File: config.mk
export PLATFORM = sky130hd
export DESIGN_NAME = ack_poll_seq
export DESIGN_NICKNAME = d
export VERILOG_FILES = /design/src/rtl/ack_poll_seq.sv
export SDC_FILE = /design/constraint.sdc
export NUM_CORES = 1
export LEC_CHECK = 0
export ABC_AREA = 1
export BUFFER_PORTS_ARGS = -buffer_cell sky130_fd_sc_hd__buf_2
export CORE_MARGIN = 1.5
export CORE_UTILIZATION = 45
export DETAILED_ROUTE_END_ITERATION = 10
export HOLD_SLACK_MARGIN = 0.15
export PLACE_DENSITY = 0.75
export SYNTH_ARGS = -nofsm -noshare
export SYNTH_HDL_FRONTEND = slang
export SYNTH_SLANG_ARGS = --single-unit
File: constraint.sdc
create_clock -name clk -period 1.4 [get_ports clk]
set_input_delay 0.07 -clock clk [delete_from_list [all_inputs] [get_ports clk]]
set_output_delay 0.07 -clock clk [all_outputs]
set_load 0.02 [all_outputs]
File: src/rtl/ack_poll_seq.sv
module ack_poll_seq #(
  parameter int CW = 8
) (
  input  logic          clk,
  input  logic          rst_n,
  input  logic          start_i,
  input  logic [1:0]    sel_i,
  input  logic          rw_i,
  input  logic          keep_i,
  input  logic [CW-1:0] max_att_i,
  output logic          cmd_valid_o,
  input  logic          cmd_ready_i,
  output logic [1:0]    cmd_o,
  output logic [7:0]    cmd_data_o,
  input  logic          rsp_valid_i,
  input  logic          rsp_ack_i,
  output logic          busy_o,
  output logic          ready_o,
  output logic          timeout_o,
  output logic [CW-1:0] attempts_o
);
  localparam logic [1:0] OP_START = 2'd0;
  localparam logic [1:0] OP_STOP  = 2'd1;
  localparam logic [1:0] OP_SEND  = 2'd2;
  localparam logic [3:0] DEV_TYPE = 4'b1010;

  typedef enum logic [2:0] {IDLE, PUT_START, PUT_ADDR, AWAIT, PUT_STOP, FINISH} state_t;

  state_t        st;
  logic [1:0]    sel_q;
  logic          rw_q, keep_q, miss_q;
  logic [CW-1:0] limit_q, cnt;

  assign cmd_valid_o = (st == PUT_START) || (st == PUT_ADDR) || (st == PUT_STOP);
  assign cmd_o       = (st == PUT_STOP) ? OP_STOP : (st == PUT_ADDR) ? OP_SEND : OP_START;
  assign cmd_data_o  = {DEV_TYPE, 1'b0, sel_q, rw_q};
  assign busy_o      = (st != IDLE);
  assign ready_o     = (st == FINISH);
  assign timeout_o   = ready_o & miss_q;
  assign attempts_o  = cnt;

  always_ff @(posedge clk) begin
    if (!rst_n) begin
      st      <= IDLE;
      sel_q   <= '0;
      rw_q    <= 1'b0;
      keep_q  <= 1'b0;
      miss_q  <= 1'b0;
      limit_q <= '0;
      cnt     <= '0;
    end else begin
      case (st)
        IDLE: if (start_i) begin
          sel_q   <= sel_i;
          rw_q    <= rw_i;
          keep_q  <= keep_i;
          limit_q <= max_att_i;
          cnt     <= '0;
          miss_q  <= 1'b0;
          st      <= PUT_START;
        end
        PUT_START: if (cmd_ready_i) st <= PUT_ADDR;
        PUT_ADDR: if (cmd_ready_i) begin
          cnt <= cnt + 1'b1;
          st  <= AWAIT;
        end
        AWAIT: if (rsp_valid_i) begin
          if (rsp_ack_i)            st <= keep_q ? FINISH : PUT_STOP;
          else if (cnt >= limit_q) begin
            miss_q <= 1'b1;
            st     <= PUT_STOP;
          end else                  st <= PUT_START;
        end
        PUT_STOP: if (cmd_ready_i) st <= FINISH;
        FINISH:   st <= IDLE;
        default:  st <= IDLE;
      endcase
    end
  end
endmodule

* Word level (Yosys, flattened, before mapping)
Index checks and enable logic that the tools add are counted.
Widths: inputs -> output; s select.
** Word-level totals
- Register bits after elaboration :: 24
- Logic and storage cells :: 51
- Output and inout bits :: 22
** Cells by class
- Bitwise gates (word level) :: 1
- Equality and inequality tests :: 12
- $lt $le $gt $ge :: 1
- Reduce and logical (&&, ||, !) cells :: 10
- Multiplexer cells :: 19
- Add/subtract/negate cells :: 1
** Operators with widths (count)
- $mux 3 :: 7
- $mux 8 :: 2
- $pmux 8 s2 :: 1
- $pmux 3 s5 :: 1
- $ne 2x2->1 const B :: 7
- $reduce_and 5->1 :: 2
- $add 8x1->8 const B :: 1
- $ge 8x8->1 :: 1
- $eq 3x2->1 const B :: 2
- $eq 3x3->1 const B :: 2
- $mux 1 :: 5
- $mux 2 :: 2
- $reduce_bool 2->1 :: 2
- $eq 3x1->1 const B :: 1
- $logic_not 3->1 :: 1
- $reduce_and 3->1 :: 1
- $reduce_bool 3->1 :: 1
- $logic_or 1x1->1 :: 2
- $pmux 1 s2 :: 1
- $reduce_and 2->1 :: 1
- $and 1x1->1 :: 1

* Logic depth before layout (Yosys ltp)
- Word-level depth :: 5
- Depth in mapped cells :: 14
- Mapped depth without buffers :: 14

* Worst setup path before layout
OpenSTA, ideal clock, no wires.
- Path type :: reg2reg
- From :: register st[2]
- To :: register st[2]
- Stages on the path, launching flop included :: 10
- Slack :: -281 ps
- Data arrival time :: 1559 ps
- Setup time :: 122 ps
- Cell sequence :: dfxtp_1 inv_2 nor2_1 inv_1 nand3_1 nand2_1 nand3_2 inv_1 o211ai_1 a21oi_1
** On the way
- Word-level cells in the longest chain between the ends :: 3
- Elaborated cells between the ends (all ways) :: 12
** RTL lines
- start, declared :: RTL line 29 : state_t st;
- start signal, assigned :: RTL line 68 : if (rsp_ack_i) st <= keep_q ? FINISH : PUT_STOP;
- $eq 3x2->1 (tied with other cells) :: RTL line 52 : case (st)
- $ne 2x2->1 (no line)
- $reduce_and 5->1 (no line)
Several ways; a longest one is shown, not always the timed one.
A chain may end at the register's enable or synchronous reset.

* Final worst setup path
- From :: register cnt[0] (netlist: attempts_o[0])
- To :: register st[2]
** On the way
- Word-level cells in the longest chain between the ends :: 5
** RTL lines
- start, declared :: RTL line 32 : logic [CW-1:0] limit_q, cnt;
- start signal, assigned :: RTL line 64 : cnt <= cnt + 1'b1;
- $ge 8x8->1 :: RTL line 69 : else if (cnt >= limit_q) begin
- $mux 3 :: RTL line 69
- $mux 3 :: RTL line 68
- $mux 3 :: RTL line 67 : AWAIT: if (rsp_valid_i) begin
- $pmux 3 s5 :: RTL line 52
Every way passes these cells. The select of a mux whose other input is x is not followed.

==> results.yml <==
clock_tree:
  cts_root_buffer: "clkbuf_4"
  clock_sink_count: 24
  clk_pin_slew_ns: 0.15
  cts_made_buffers: 3
  tritoncts: "done"
  clock_latency_ns: 0.33
  cts_buffer_depth: 2
  h-tree-depth: 1
pwr:
  p_total_mw: 3.506
  p_leak_nw: 1.080
  vdd_ir_drop_max_v: 0.001140
  power_density_nw_per_um2: 1570
finish:
  final_net_count: 291
  final_util_pct: 79.62
  diodes: 0
  fin_area_um2: 2233
  fillers: 182
  drive_gt1_share_pct: 48.67
  layout_common_cells: "buf_2 (31), nand2_1 (29), buf_4 (25)"
  final_common_cell: "buf_2"
  stdcell_count: 294
  syn2layout_area_growth_pct: 64.97
  multi_input_area_um2: 904.6
  seq_area_um2: 504.2
route:
  vias: 1477
  firstDrtPassIters: 9
  drtIter0Drc: 44
  antenna_left: 0
  vias_per_cell: 5.024
  wirelength_um: 3920
  routedWlPerCell_um: 13.33
  drc: 2
logic_synthesis:
  synth.distinct_cells: 29
  async_flop_share_pct: 0
  synth_warnings: 0
  netlist_area_um2: 1354
  synth_flop_cell: "dfxtp_1"
  syn_inst: 184
  seq_area_frac_synth_pct: 35.49
  postSynthAreaPerCell_um2: 7.358
  synth-edff-count: 0
  ys_seq_elements: 24
place:
  io_buffers: 34
  place_area_um2: 1699
  dp_cells: 262
  dp_hpwl_um: 2272
  place_ws_ns: -0.04972
  gp_congestion: 0.8894
floorplan:
  start_util_pct: 48.26
  fp-row-count: 19
  dieHeight_um: 57.85
  core_region_area_um2: 2805
  dieArea_um2: 3347
  die_width_um: 57.85
  num_io_pins: 40
worst_setup_path:
  critPathLaunchType: "flip-flop"
  cp_max_fo: 2
  startpoint: "attempts_o[0]"
  cp_data_arrival_time_ns: 1.73
  reg2reg_slack_ns: -0.13
  path_class: "flip-flop to flip-flop"
  regToRegEndpoint: "st[2]"
  worstReg2RegStart: "attempts_o[0]"
  reg2regPathDepth: 10
  end_kind: "flip-flop"
  endpoint: "st[2]"
  required_ns: 1.61
outcome:
  status: "finished, violations left"
  violations: "design-rule violations, negative setup slack"
timing:
  finalCritPeriodShare_pct: 109.0
  rsz0062_at_grt: "yes"
  clock_skew_ns: 0.01478
  hold_violations: 0
  slew_violations: 0
  whs_ns: 0.4677
  final-setup-viol-count: 4
  setup_tns_ns: -0.3972
  layout_setup_ws_ns: -0.1254
  max_freq_mhz: 655.6
  layout_min_cycle_time_ns: 1.525
global_route:
  grt_pass1_wl_um: 5899
  grt_max_degree: 15
  gr-total-overflow: 0
  antenna_found_initial: 0
  grt_pass1_vias: 1381
  grt.total_usage_pct: 22.65
worst_hold_path:
  hold_class: "flip-flop to flip-flop"
job:
  cap_violations: 0
## power by group
group	switching (mW)	internal, mW	leakage [nW]	total (mW)
logic	1.10	0.966	0.849	2.07
registers	0.0877	0.827	0.203	0.914
clock network	0.235	0.290	0.0279	0.525
total	1.42	2.08	1.08	3.51
## how the worst min path moves through the flow
stage | startpoint | endpoint | slack (ns) | cells past startpoint
2_1_floorplan | cmd_ready_i | attempts_o[0] | 0.22 | 2
3_3_place_gp | max_att_i[0] | limit_q[0] | 0.34 | 3
3_5_place_dp | max_att_i[0] | limit_q[0] | 0.35 | 3
4_1_cts | keep_q | keep_q | 0.47 | 2
5_1_grt | keep_q | keep_q | 0.48 | 2
6_report | keep_q | keep_q | 0.47 | 2
## flip-flops by register name (all words and copies together), names as in the netlist
name / cells
attempts_o: 8
keep_q: 1
limit_q: 8
miss_q: 1
rw_q: 1
sel_q: 2
st: 3
## logic make-up (layout without fill, tap and decap cells)
family / Yosys count / after routing / share of synthesized area (%)
DFF: 24 / 24 / 35.49
and+or+nand+nor: 69 / 69 / 27.26
buffers and inverters: 39 / 115 / 12.57
other: 2 / 5 / 0.5547
AOI/OAI and AO/OA: 40 / 40 / 15.16
xor gates and xnor gates: 1 / 1 / 0.6471
adders and majority gates: 9 / 9 / 8.318
## per-layer routing
| layer | track usage [%] | share of wire, % |
|---|---|---|
| met4 | 7.973 | 2.7 |
| met5 | 0 | 0 |
| met3 | 3.125 | 3.5 |
| met1 | 27.02 | 42 |
| met2 | 41.23 | 51 |
## cells in the mapped netlist (2+ instances only)
library cell  number  area [um2]
buf_4              6       45.04
nand2_2            2       12.51
nand3_2            2       20.02
ha_1               9       112.6
nand2_4            4       45.04
o21ai_0           12       60.06
clkbuf_1           2       7.510
inv_2              4       15.01
nand3_1            9       45.04
nand2_1           34       127.6
a21oi_1           26       130.1
nor2_1             7       26.28
nor3_1             3       15.01
conb_1             2       7.510
dfxtp_1           24       480.5
inv_1             25       93.84
## final cells by class
| cell class | count | share of cell area, % |
|---|---|---|
| well taps | 31 | 1.737 |
| clock inverters | 1 | 1.345 |
| multi-input cells | 124 | 40.50 |
| repair buffers | 81 | 27.34 |
| flip-flops and latches | 24 | 22.58 |
| inverters | 30 | 5.490 |
| clock buffers | 3 | 1.008 |
## worst max-delay path, stage by stage, from the launching register on
cell      delay [ns]
dfxtp_4         0.39
inv_4           0.04
ha_4            0.23
nand2_4         0.06
nor2_4          0.04
nor2_1          0.08
nand2_1         0.08
nand2_1         0.08
nand2_2         0.07
o211ai_1        0.24
a21oi_1         0.10
## repair_timing
item	4_1_cts	5_1_grt
hold buffers	18	0
gates resized for setup	14	47
pin swaps	5	11
hold endpoints to repair	18	0
setup buffers	4	6
setup endpoints to repair	7	11
(Power assumes the default switching activity.)
